==> src/rtl/nic_ctl_pkg.sv <==
package nic_ctl_pkg;
   localparam int CU_W     = 4;
   localparam int RU_W     = 3;
   localparam int CAUSE_W  = 8;
   localparam logic [CAUSE_W-1:0] CAUSE_LIVE = 8'hFD;
   localparam logic [1:0] SEL_ACK = 2'd0;
   localparam logic [1:0] SEL_CMD = 2'd1;
   localparam logic [1:0] SEL_PTR = 2'd2;

   function automatic logic cu_code_ok(input logic [3:0] c);
      case (c)
         4'd1, 4'd2, 4'd4, 4'd5, 4'd6, 4'd7: return 1'b1;
         default:                            return 1'b0;
      endcase
   endfunction

   function automatic logic ru_code_ok(input logic [3:0] c);
      case (c)
         4'd1, 4'd2, 4'd4, 4'd6, 4'd7: return 1'b1;
         default:                      return 1'b0;
      endcase
   endfunction
endpackage

==> src/rtl/nic_cause_bank.sv <==
module nic_cause_bank #(
   parameter int               N    = 8,
   parameter logic [N-1:0]     LIVE = '1
) (
   input  logic         clk,
   input  logic         rst_n,
   input  logic [N-1:0] set_v,
   input  logic [N-1:0] clr_v,
   output logic [N-1:0] cause_q
);
   generate
      if (N < 1) begin : g_bad
         $error("cause bank needs at least one bit");
      end
   endgenerate

   always_ff @(posedge clk) begin
      if (!rst_n) cause_q <= '0;
      else        cause_q <= ((cause_q & ~clr_v) | set_v) & LIVE;
   end
endmodule

==> src/rtl/nic_cmd_slot.sv <==
module nic_cmd_slot #(
   parameter int CODE_W = 4,
   parameter int PTR_W  = 32,
   parameter bit IS_CU  = 1'b1
) (
   input  logic              clk,
   input  logic              rst_n,
   input  logic              wr,
   input  logic [CODE_W-1:0] code_in,
   input  logic [PTR_W-1:0]  ptr_in,
   input  logic              ack,
   output logic              req,
   output logic [CODE_W-1:0] code_q,
   output logic [PTR_W-1:0]  ptr_q,
   output logic              overrun
);
   logic [3:0] code_x;
   logic       legal;
   logic       attempt;

   generate
      if (CODE_W > 4 || CODE_W < 1) begin : g_bad
         $error("command field width must be 1 to 4");
      end
      if (IS_CU) begin : g_cu
         assign legal = nic_ctl_pkg::cu_code_ok(code_x);
      end else begin : g_ru
         assign legal = nic_ctl_pkg::ru_code_ok(code_x);
      end
   endgenerate

   assign code_x  = 4'(code_in);
   assign attempt = wr && (code_in != '0);
   assign overrun = attempt && req;

   always_ff @(posedge clk) begin
      if (!rst_n) begin
         req    <= 1'b0;
         code_q <= '0;
         ptr_q  <= '0;
      end else begin
         if (req && ack) begin
            req    <= 1'b0;
            code_q <= '0;
         end
         if (attempt && !req && legal) begin
            req    <= 1'b1;
            code_q <= code_in;
            ptr_q  <= ptr_in;
         end
      end
   end
endmodule

==> src/rtl/nic_ctl_regs.sv <==
module nic_ctl_regs #(
   parameter int PTR_W = 32
) (
   input  logic                    clk,
   input  logic                    rst_n,
   input  logic                    host_wr,
   input  logic [1:0]              host_sel,
   input  logic [PTR_W-1:0]        host_wdata,
   output logic [15:0]             stat_word,
   output logic [15:0]             cmd_word,
   output logic [PTR_W-1:0]        ptr_word,
   input  logic [1:0]              cu_state,
   input  logic [3:0]              ru_state,
   input  logic                    ev_cmd_done,
   input  logic                    ev_frame_rx,
   input  logic                    ev_cu_left,
   input  logic                    ev_ru_left,
   input  logic                    ev_mgmt_done,
   input  logic                    ev_fc_pause,
   output logic                    cu_req,
   output logic [3:0]              cu_code,
   output logic [PTR_W-1:0]        cu_ptr,
   input  logic                    cu_ack,
   output logic                    ru_req,
   output logic [2:0]              ru_code,
   output logic [PTR_W-1:0]        ru_ptr,
   input  logic                    ru_ack,
   output logic                    irq,
   output logic                    cmd_err
);
   import nic_ctl_pkg::*;

   generate
      if (PTR_W < 16 || PTR_W > 64) begin : g_bad
         $error("PTR_W must lie in 16..64");
      end
   endgenerate

   logic               wr_ack, wr_cmd, wr_ptr;
   logic [CAUSE_W-1:0] set_v, clr_v, cause_q;
   logic               mask_q;
   logic               cu_ovr, ru_ovr;

   assign wr_ack = host_wr && (host_sel == SEL_ACK);
   assign wr_cmd = host_wr && (host_sel == SEL_CMD);
   assign wr_ptr = host_wr && (host_sel == SEL_PTR);

   assign set_v = {ev_cmd_done, ev_frame_rx, ev_cu_left, ev_ru_left,
                   ev_mgmt_done, wr_cmd && host_wdata[9], 1'b0, ev_fc_pause};
   assign clr_v = wr_ack ? host_wdata[15:8] : '0;

   nic_cause_bank #(.N(CAUSE_W), .LIVE(CAUSE_LIVE)) u_cause (
      .clk(clk), .rst_n(rst_n), .set_v(set_v), .clr_v(clr_v), .cause_q(cause_q));

   nic_cmd_slot #(.CODE_W(CU_W), .PTR_W(PTR_W), .IS_CU(1'b1)) u_cu (
      .clk(clk), .rst_n(rst_n), .wr(wr_cmd), .code_in(host_wdata[7:4]),
      .ptr_in(ptr_word), .ack(cu_ack), .req(cu_req), .code_q(cu_code),
      .ptr_q(cu_ptr), .overrun(cu_ovr));

   nic_cmd_slot #(.CODE_W(RU_W), .PTR_W(PTR_W), .IS_CU(1'b0)) u_ru (
      .clk(clk), .rst_n(rst_n), .wr(wr_cmd), .code_in(host_wdata[2:0]),
      .ptr_in(ptr_word), .ack(ru_ack), .req(ru_req), .code_q(ru_code),
      .ptr_q(ru_ptr), .overrun(ru_ovr));

   always_ff @(posedge clk) begin
      if (!rst_n) begin
         mask_q   <= 1'b0;
         ptr_word <= '0;
         cmd_err  <= 1'b0;
      end else begin
         if (wr_cmd) mask_q <= host_wdata[8];
         if (wr_ptr) ptr_word <= host_wdata;
         if (cu_ovr || ru_ovr) cmd_err <= 1'b1;
      end
   end

   assign stat_word = {cause_q, cu_state, ru_state, 2'b00};
   assign cmd_word  = {7'b0, mask_q, cu_code, 1'b0, ru_code};
   assign irq       = (|cause_q) && !mask_q;
endmodule

==> config.mk <==
export PLATFORM = sky130hd
export DESIGN_NAME = nic_ctl_regs
export DESIGN_NICKNAME = d
export VERILOG_FILES = /design/src/rtl/nic_ctl_pkg.sv /design/src/rtl/nic_cause_bank.sv /design/src/rtl/nic_cmd_slot.sv /design/src/rtl/nic_ctl_regs.sv
export SDC_FILE = /design/constraint.sdc
export NUM_CORES = 1
export LEC_CHECK = 0
export BUFFER_PORTS_ARGS = -buffer_cell sky130_fd_sc_hd__buf_4
export CELL_PAD_IN_SITES_DETAIL_PLACEMENT = 0
export CELL_PAD_IN_SITES_GLOBAL_PLACEMENT = 1
export CORE_UTILIZATION = 31
export DETAILED_ROUTE_END_ITERATION = 8
export GPL_ROUTABILITY_DRIVEN = 1
export PLACE_DENSITY_LB_ADDON = 0.2
export SKIP_CTS_REPAIR_TIMING = 1
export SYNTH_ARGS = -nofsm -noshare
export SYNTH_HDL_FRONTEND = slang
export SYNTH_SLANG_ARGS = --single-unit
==> constraint.sdc <==
create_clock -name clk -period 1.18 [get_ports clk]
set_input_delay 0.059 -clock clk [delete_from_list [all_inputs] [get_ports clk]]
set_output_delay 0.059 -clock clk [all_outputs]
set_load 0.01 [all_outputs]
=== Word-level counts from Yosys, hierarchy flattened ===
Cells that the tools add are included.

* Bits in registers: 115
* Input port bits: 51
* Output and inout port bits: 139
* Word-level logic and storage cells: 65

* Eq/ne operators: 13
* Muxes and demuxes: 11
* Bitwise logic cells: 3
* Reduce and logical (&&, ||, !) cells: 27

{| class="wikitable"
|+ Operator list
! cell !! count
|-
| $eq 4x3->1 const B || 4
|-
| $logic_and 1x1->1 || 15
|-
| $eq 3x3->1 const B || 3
|-
| $and 8x8->8 || 1
|-
| $mux 4 || 2
|-
| $mux 8 || 1
|-
| $not 8->8 || 1
|-
| $or 8x8->8 || 1
|-
| $reduce_or 8->1 || 1
|-
| $mux 1 || 6
|-
| $mux 3 || 2
|-
| $reduce_or 6->1 || 1
|-
| $reduce_or 5->1 || 1
|-
| $eq 4x1->1 const B || 1
|-
| $eq 4x2->1 const B || 1
|-
| $reduce_bool 2->1 || 2
|-
| $reduce_bool 4->1 || 1
|-
| $eq 3x1->1 const B || 1
|-
| $eq 3x2->1 const B || 1
|-
| $logic_not 1->1 || 3
|-
| $reduce_bool 3->1 || 1
|-
| $eq 2x1->1 const B || 1
|-
| $eq 2x2->1 const B || 1
|-
| $logic_not 2->1 || 1
|-
| $logic_or 1x1->1 || 1
|}

=== Logic depth before layout (Yosys ltp) ===
* Depth in word-level cells: 6
* Gate-level depth with buffers: 5
* Depth with buffers taken out: 3

=== By module ===
A second synthesis with hierarchy kept.

* Cell total of the unflattened synthesis: 584
* Area total of the unflattened synthesis: 5325.1 um2

{| class="wikitable"
|+ Modules (own cells, without submodules)
! module !! times used !! cells each !! area each (um2)
|-
| nic_cmd_slot (u_cu) || 1 || 215 || 1930.6
|-
| nic_ctl_regs || 1 || 184 || 1651.6
|-
| nic_cmd_slot (u_ru) || 1 || 162 || 1495.2
|-
| nic_cause_bank || 1 || 23 || 247.7
|}

=== Least setup slack after synthesis ===
OpenSTA, ideal clock, no wires.

* Path kind: register to register
* Start: register u_cu.req
* End: register u_cu.ptr_q[10]
* Data arrival time: 1190 ps
* Required time: 1108 ps
* Slack: -82 ps
* Stages on the path, launching flop included: 6
* Path buffers: 2
* Cell sequence: dfxtp_1 -> nor2_1 -> o211ai_1 -> buf_4 -> buf_2 -> mux2i_1

* Cells in the longest elaborated chain, start to end: 3

{| class="wikitable"
|+ RTL lines
! item !! line !! text
|-
| from (decl) || nic_cmd_slot.sv:12 || <nowiki>output logic req,</nowiki>
|-
| from (signal assigned) || nic_cmd_slot.sv:38 || <nowiki>req <= 1'b0;</nowiki>
|-
| from (signal assigned) || nic_cmd_slot.sv:43 || <nowiki>req <= 1'b0;</nowiki>
|-
| from (signal assigned) || nic_cmd_slot.sv:47 || <nowiki>req <= 1'b1;</nowiki>
|-
| $logic_not 1->1 || nic_cmd_slot.sv:46 || <nowiki>if (attempt && !req && legal) begin</nowiki>
|-
| $logic_and 1x1->1 (2 in a row) || nic_cmd_slot.sv:46 ||
|-
| to (signal assigned) || nic_cmd_slot.sv:49 || <nowiki>ptr_q <= ptr_in;</nowiki>
|-
| to (decl) || nic_cmd_slot.sv:14 || <nowiki>output logic [PTR_W-1:0] ptr_q,</nowiki>
|}

No other way between the ends.
A chain may end at the register's enable or synchronous reset.

=== Worst setup path in the final report ===
* Start: register u_cause.cause_q[2]
* End: output port irq

* Cells in the longest elaborated chain, start to end: 2

{| class="wikitable"
|+ RTL lines
! item !! line !! text
|-
| from (decl) || nic_cause_bank.sv:9 || <nowiki>output logic [N-1:0] cause_q</nowiki>
|-
| from (signal assigned) || nic_cause_bank.sv:19 || <nowiki>else cause_q <= ((cause_q & ~clr_v) | set_v) & LIVE;</nowiki>
|-
| $reduce_or 8->1 || nic_ctl_regs.sv:79 || <nowiki>assign irq = (|cause_q) && !mask_q;</nowiki>
|-
| $logic_and 1x1->1 || nic_ctl_regs.sv:79 ||
|-
| to (decl) || nic_ctl_regs.sv:28 || <nowiki>output logic irq,</nowiki>
|}

No other way between the ends.

==> tab_implementation.tex <==
\begin{tabular}{lr}
\hline
Metric & Value \\
\hline
\multicolumn{2}{l}{\textbf{Global routing}} \\
\quad Vias in the first global route & approximately 3.8k \\
\quad Overall routing resource usage & between 15 and 20\% \\
\quad Antenna violations before repair & 0 \\
\quad Maximum number of pins on one net before global-route repair & 62 \\
\quad Wire length of the first global-routing pass & $\sim$19 mm \\
\quad Remaining global-route overflow & 0 \\
\multicolumn{2}{l}{\textbf{STA}} \\
\quad Minimum period implied by the final worst setup slack & roughly 1300 ps \\
\quad Max-slew violation count & 0 \\
\quad Final period utilization & 111.6\% \\
\quad Final setup slack of the worst path & -137.1 ps \\
\quad Worst Skew & $\sim$6.0 ps \\
\quad Number of hold violations in the final report & 0 \\
\quad Unrepaired setup endpoints after global routing & true \\
\quad Maximum clock frequency & around 0.76 GHz \\
\quad Hold Worst Slack & between 40 and 50 ps \\
\quad Count of endpoints failing setup in the final report & 11 \\
\multicolumn{2}{l}{\textbf{Synth}} \\
\quad Area fraction of the dominant cell type after synthesis & approximately 50\% \\
\quad Netlist area before placement & between 4000 and 5000 um\^{}2 \\
\quad Number of instances in the synthesized netlist & 489 \\
\quad Syn avg cell area & between 9 and 10 um\^{}2 \\
\quad Sequential-to-total area share from yosys stat & roughly 50\% \\
\quad Post-synth top area cell & sky130\_fd\_sc\_hd\_\_dfxtp\_1 \\
\quad Largest cells by area after synthesis & sky130\_fd\_sc\_hd\_\_dfxtp\_1 50\%, sky130\_fd\_sc\_hd\_\_mux2i\_1 15\%, sky130\_fd\_sc\_hd\_\_nand2\_1 14\% \\
\quad Count of warnings emitted by yosys & 0 \\
\quad Number of synthesized register bits & about 110 \\
\quad Netlist cell types & 32 \\
\multicolumn{2}{l}{\textbf{Routing}} \\
\quad Wirelength per Cell & roughly 15 um \\
\quad Vias after detailed routing & about 4k \\
\quad Post-detailed-route via-to-cell ratio & between 4 and 5 \\
\quad Final Routed Wirelength & about 14 mm \\
\quad Iteration-0 DRC count of the detailed router & 147 \\
\quad Detail Route Antenna Nets & 0 \\
\quad Drt pass-1 iters & 4 \\
\quad Drc violations & 0 \\
\multicolumn{2}{l}{\textbf{Clocking}} \\
\quad Worst-skew pair later-pin latency & approximately 410 ps \\
\quad H-Tree Depth & 4 \\
\quad CTS buffer count & 17 \\
\quad Clock sink count & around 110 \\
\quad CTS tree & yes \\
\quad Worst-case clock buffer depth & 2 \\
\quad Master cell of the clock root buffer & sky130\_fd\_sc\_hd\_\_clkbuf\_16 \\
\quad CTS clk-pin slew, worst paths & 50 ps \\
\multicolumn{2}{l}{\textbf{Pwr}} \\
\quad Relative contribution of combinational cells to total power & 8.5\% \\
\quad Maximum vdd drop & between 0.8 and 0.9 mV \\
\quad Sequential fraction of design power & 39.3\% \\
\quad Clock Power Share & 52.1\% \\
\quad Switching pwr & about 2.2 mW \\
\quad Fraction of power spent switching nets & 21.60\% \\
\quad PD cells & approximately 1400 nW/um\^{}2 \\
\quad Internal power consumption & between 7 and 8 mW \\
\quad Leakage component of the power & 3.237 nW \\
\multicolumn{2}{l}{\textbf{Critical path}} \\
\quad Critical Path Sink Type & primary output \\
\quad Top Family by Delay on Critical Path & flip-flops \\
\quad Largest fanout on the critical path & 3 \\
\quad Number of cells traversed by the worst register-to-register path & 6 \\
\quad R2R Setup Slk & -30 ps \\
\quad Required time of the worst setup path & between 1000 and 1500 ps \\
\quad Worst reg2reg path startpoint & u\_cu.req \\
\quad Critical Path, Cell by Cell & nor4\_2 > a21oi\_1 > buf\_4 \\
\quad Launch point of the critical path & u\_cause.cause\_q[2] \\
\quad Launching element type of the critical path & flop \\
\quad Data arrival time of the worst path & between 1000 and 1500 ps \\
\quad Critical path's largest stage delay & around 330 ps \\
\quad Critical-path top delay cell & sky130\_fd\_sc\_hd\_\_dfxtp\_2 \\
\quad Reg-to-reg endpoint & u\_cu.ptr\_q[26] \\
\quad Setup Crit Path Kind & reg -> out \\
\quad Worst path bufs/invs & 1 \\
\multicolumn{2}{l}{\textbf{Floorplan}} \\
\quad Cell Rows & between 40 and 50 \\
\quad Die boundary height & around 120 um \\
\quad CORE AREA & 14100 um\^{}2 \\
\quad Die width & around 120 um \\
\quad Starting utilization of the core area & approximately 32\% \\
\quad Number of I/O pins & 190 \\
\quad Floorplan die area & 15200 um\^{}2 \\
\multicolumn{2}{l}{\textbf{Min path}} \\
\quad Startpoint of the tightest hold check path & rst\_n \\
\quad Endpoint of the worst hold path & u\_ru.ptr\_q[30] \\
\quad Hold/Removal Path Class & in -> reg \\
\quad Number of cells on the worst hold path & 3 \\
\multicolumn{2}{l}{\textbf{Placed design}} \\
\quad Post-detailed-placement half-perimeter wirelength & a little over 9 mm \\
\quad Port bufs & around 170 \\
\quad Final Wtd Congestion & 0.7562 \\
\quad Minimum setup slack after placement & -276.3 ps \\
\multicolumn{2}{l}{\textbf{Run}} \\
\quad Number of violations of the max-capacitance limit & 0 \\
\multicolumn{2}{l}{\textbf{Layout}} \\
\quad Utilization after layout & 50.78\% \\
\quad Final-layout fill cell count & approximately 1.4k \\
\quad Count of nets after finishing & 755 \\
\quad Share of layout cells above drive strength 1 & between 30 and 40\% \\
\quad Layout overhead on the synthesized area & 57.00\% \\
\quad Antenna diode count & 0 \\
\multicolumn{2}{l}{\textbf{Run status}} \\
\quad Violated checks & setup timing \\
\quad Outcome & complete, but fails checks \\
\hline
\end{tabular}
worst reg2reg max path, cell delays in order, from the launching register on:
cell                        delay [ps]
sky130_fd_sc_hd__dfxtp_2           320
sky130_fd_sc_hd__nor2_2            110
sky130_fd_sc_hd__o211ai_1           90
sky130_fd_sc_hd__buf_4             170
sky130_fd_sc_hd__buf_8             140
sky130_fd_sc_hd__clkbuf_16         160
sky130_fd_sc_hd__mux2i_1           110
power groups by stage:
stage          clock, mW  combinational, mW  sequential [mW]
6_report            5.29              0.866             3.99
5_1_grt             5.59              0.935             3.99
4_1_cts             5.41              0.720             3.98
3_5_place_dp           0              0.718             4.06
3_3_place_gp           0              0.710             4.06
2_1_floorplan          0              0.360             4.08
state kept, by name (all words and copies together), names as in the netlist:
register / flops
ptr_word: 32
u_cu.ptr_q: 32
u_ru.ptr_q: 32
u_cause.cause_q: 7
u_cu.code_q: 4
u_ru.code_q: 3
cmd_err: 1
mask_q: 1
u_cu.req: 1
u_ru.req: 1
kinds of logic (layout without fill, tap and decap cells):
kind of cell | count (synthesis) | count (layout) | share of synthesized area, %
AND/OR/NAND/NOR | 186 | 186 | 16.16
flip-flops | 114 | 114 | 50.05
multiplexers | 68 | 68 | 14.93
AO/OA/AOI/OAI | 61 | 61 | 10.24
buffers and inverters | 57 | 275 | 8.150
XOR/XNOR | 2 | 2 | 0.3843
other | 1 | 11 | 0.08225
layout by cell type (no fill, tap or decap), types with 2 or more instances in the layout:
master | netlist | routed
sky130_fd_sc_hd__clkbuf_16 | 0 | 20
sky130_fd_sc_hd__o21a_1 | 8 | 8
sky130_fd_sc_hd__a21oi_1 | 2 | 2
sky130_fd_sc_hd__buf_6 | 1 | 4
sky130_fd_sc_hd__dfxtp_1 | 114 | 110
sky130_fd_sc_hd__conb_1 | 1 | 11
sky130_fd_sc_hd__buf_12 | 3 | 6
sky130_fd_sc_hd__dlygate4sd3_1 | 0 | 35
sky130_fd_sc_hd__a21boi_0 | 43 | 41
sky130_fd_sc_hd__buf_4 | 26 | 192
sky130_fd_sc_hd__a21boi_1 | 0 | 2
sky130_fd_sc_hd__dfxtp_2 | 0 | 4
sky130_fd_sc_hd__nand3b_1 | 2 | 2
sky130_fd_sc_hd__clkinv_2 | 0 | 7
sky130_fd_sc_hd__buf_8 | 0 | 2
sky130_fd_sc_hd__and3b_1 | 2 | 2
sky130_fd_sc_hd__clkbuf_1 | 23 | 2
sky130_fd_sc_hd__xor2_1 | 2 | 2
sky130_fd_sc_hd__nand2_1 | 173 | 173
sky130_fd_sc_hd__bufinv_16 | 0 | 4
sky130_fd_sc_hd__mux2i_1 | 68 | 68
synth_stat cells:
cell / n
sky130_fd_sc_hd__nand2_1: 173
sky130_fd_sc_hd__dfxtp_1: 114
sky130_fd_sc_hd__mux2i_1: 68
sky130_fd_sc_hd__a21boi_0: 43
sky130_fd_sc_hd__buf_4: 26
sky130_fd_sc_hd__clkbuf_1: 23
sky130_fd_sc_hd__o21a_1: 8
sky130_fd_sc_hd__buf_12: 3
sky130_fd_sc_hd__buf_2: 3
sky130_fd_sc_hd__a21oi_1: 2
sky130_fd_sc_hd__and3b_1: 2
sky130_fd_sc_hd__nand3b_1: 2
sky130_fd_sc_hd__nor3_1: 2
sky130_fd_sc_hd__xor2_1: 2
sky130_fd_sc_hd__a2111oi_0: 1
sky130_fd_sc_hd__a2111oi_2: 1
sky130_fd_sc_hd__a21bo_2: 1
sky130_fd_sc_hd__a31o_2: 1
sky130_fd_sc_hd__and3_1: 1
sky130_fd_sc_hd__and4_1: 1
sky130_fd_sc_hd__buf_6: 1
sky130_fd_sc_hd__conb_1: 1
sky130_fd_sc_hd__inv_1: 1
sky130_fd_sc_hd__nand2b_1: 1
sky130_fd_sc_hd__nor2_1: 1
sky130_fd_sc_hd__nor2b_1: 1
sky130_fd_sc_hd__nor3b_1: 1
sky130_fd_sc_hd__nor4_1: 1
sky130_fd_sc_hd__o211ai_1: 1
sky130_fd_sc_hd__o21bai_1: 1
sky130_fd_sc_hd__o31ai_1: 1
sky130_fd_sc_hd__o41ai_1: 1
metal layers:
layer / up-vias / GRT usage, % / share of wire, %
met1: 1930 / 21.20 / 45
met2: 122 / 26.57 / 48
met5: - / 0 / 0
met3: 18 / 5.443 / 5.7
met4: 0 / 7.530 / 1.4
li1: 2017 / - / -
area by class of cell:
class / instances / area, um^2 / share of cell area, %
clock inverters: 12 / 162.7 / 2.272
inverters: 1 / 3.754 / 0.05244
repair buffers: 242 / 2062 / 28.81
flip-flops and latches: 114 / 2287 / 31.95
clock buffers: 20 / 446.7 / 6.240
multi-input cells: 328 / 1971 / 27.53
well taps: 180 / 225.2 / 3.146
stage by stage:
step | power, mW | setup TNS, ps | instance area, um^2 | instances
after floorplan | 4.440 | -219.3 | 4606 | 499
after global placement | 4.769 | -10270 | 5989 | 819
after detailed placement | 4.778 | -12310 | 5989 | 819
after CTS | 10.11 | -2209 | 6599 | 851
after global routing | 10.52 | -2301 | 7158 | 897
final | 10.14 | -285.8 | 7158 | 897
how the worst max path moves through the flow:
stage / end / slack, ps / depth (start not counted)
after detailed placement: u_ru.ptr_q[9] / -280 / 5
after global placement: u_ru.ptr_q[12] / -230 / 5
after floorplan: u_cu.ptr_q[10] / -10 / 5
after global routing: irq / -220 / 3
final: irq / -140 / 3
after CTS: irq / -150 / 3
No activity file was read; power rests on OpenSTA's default activity.
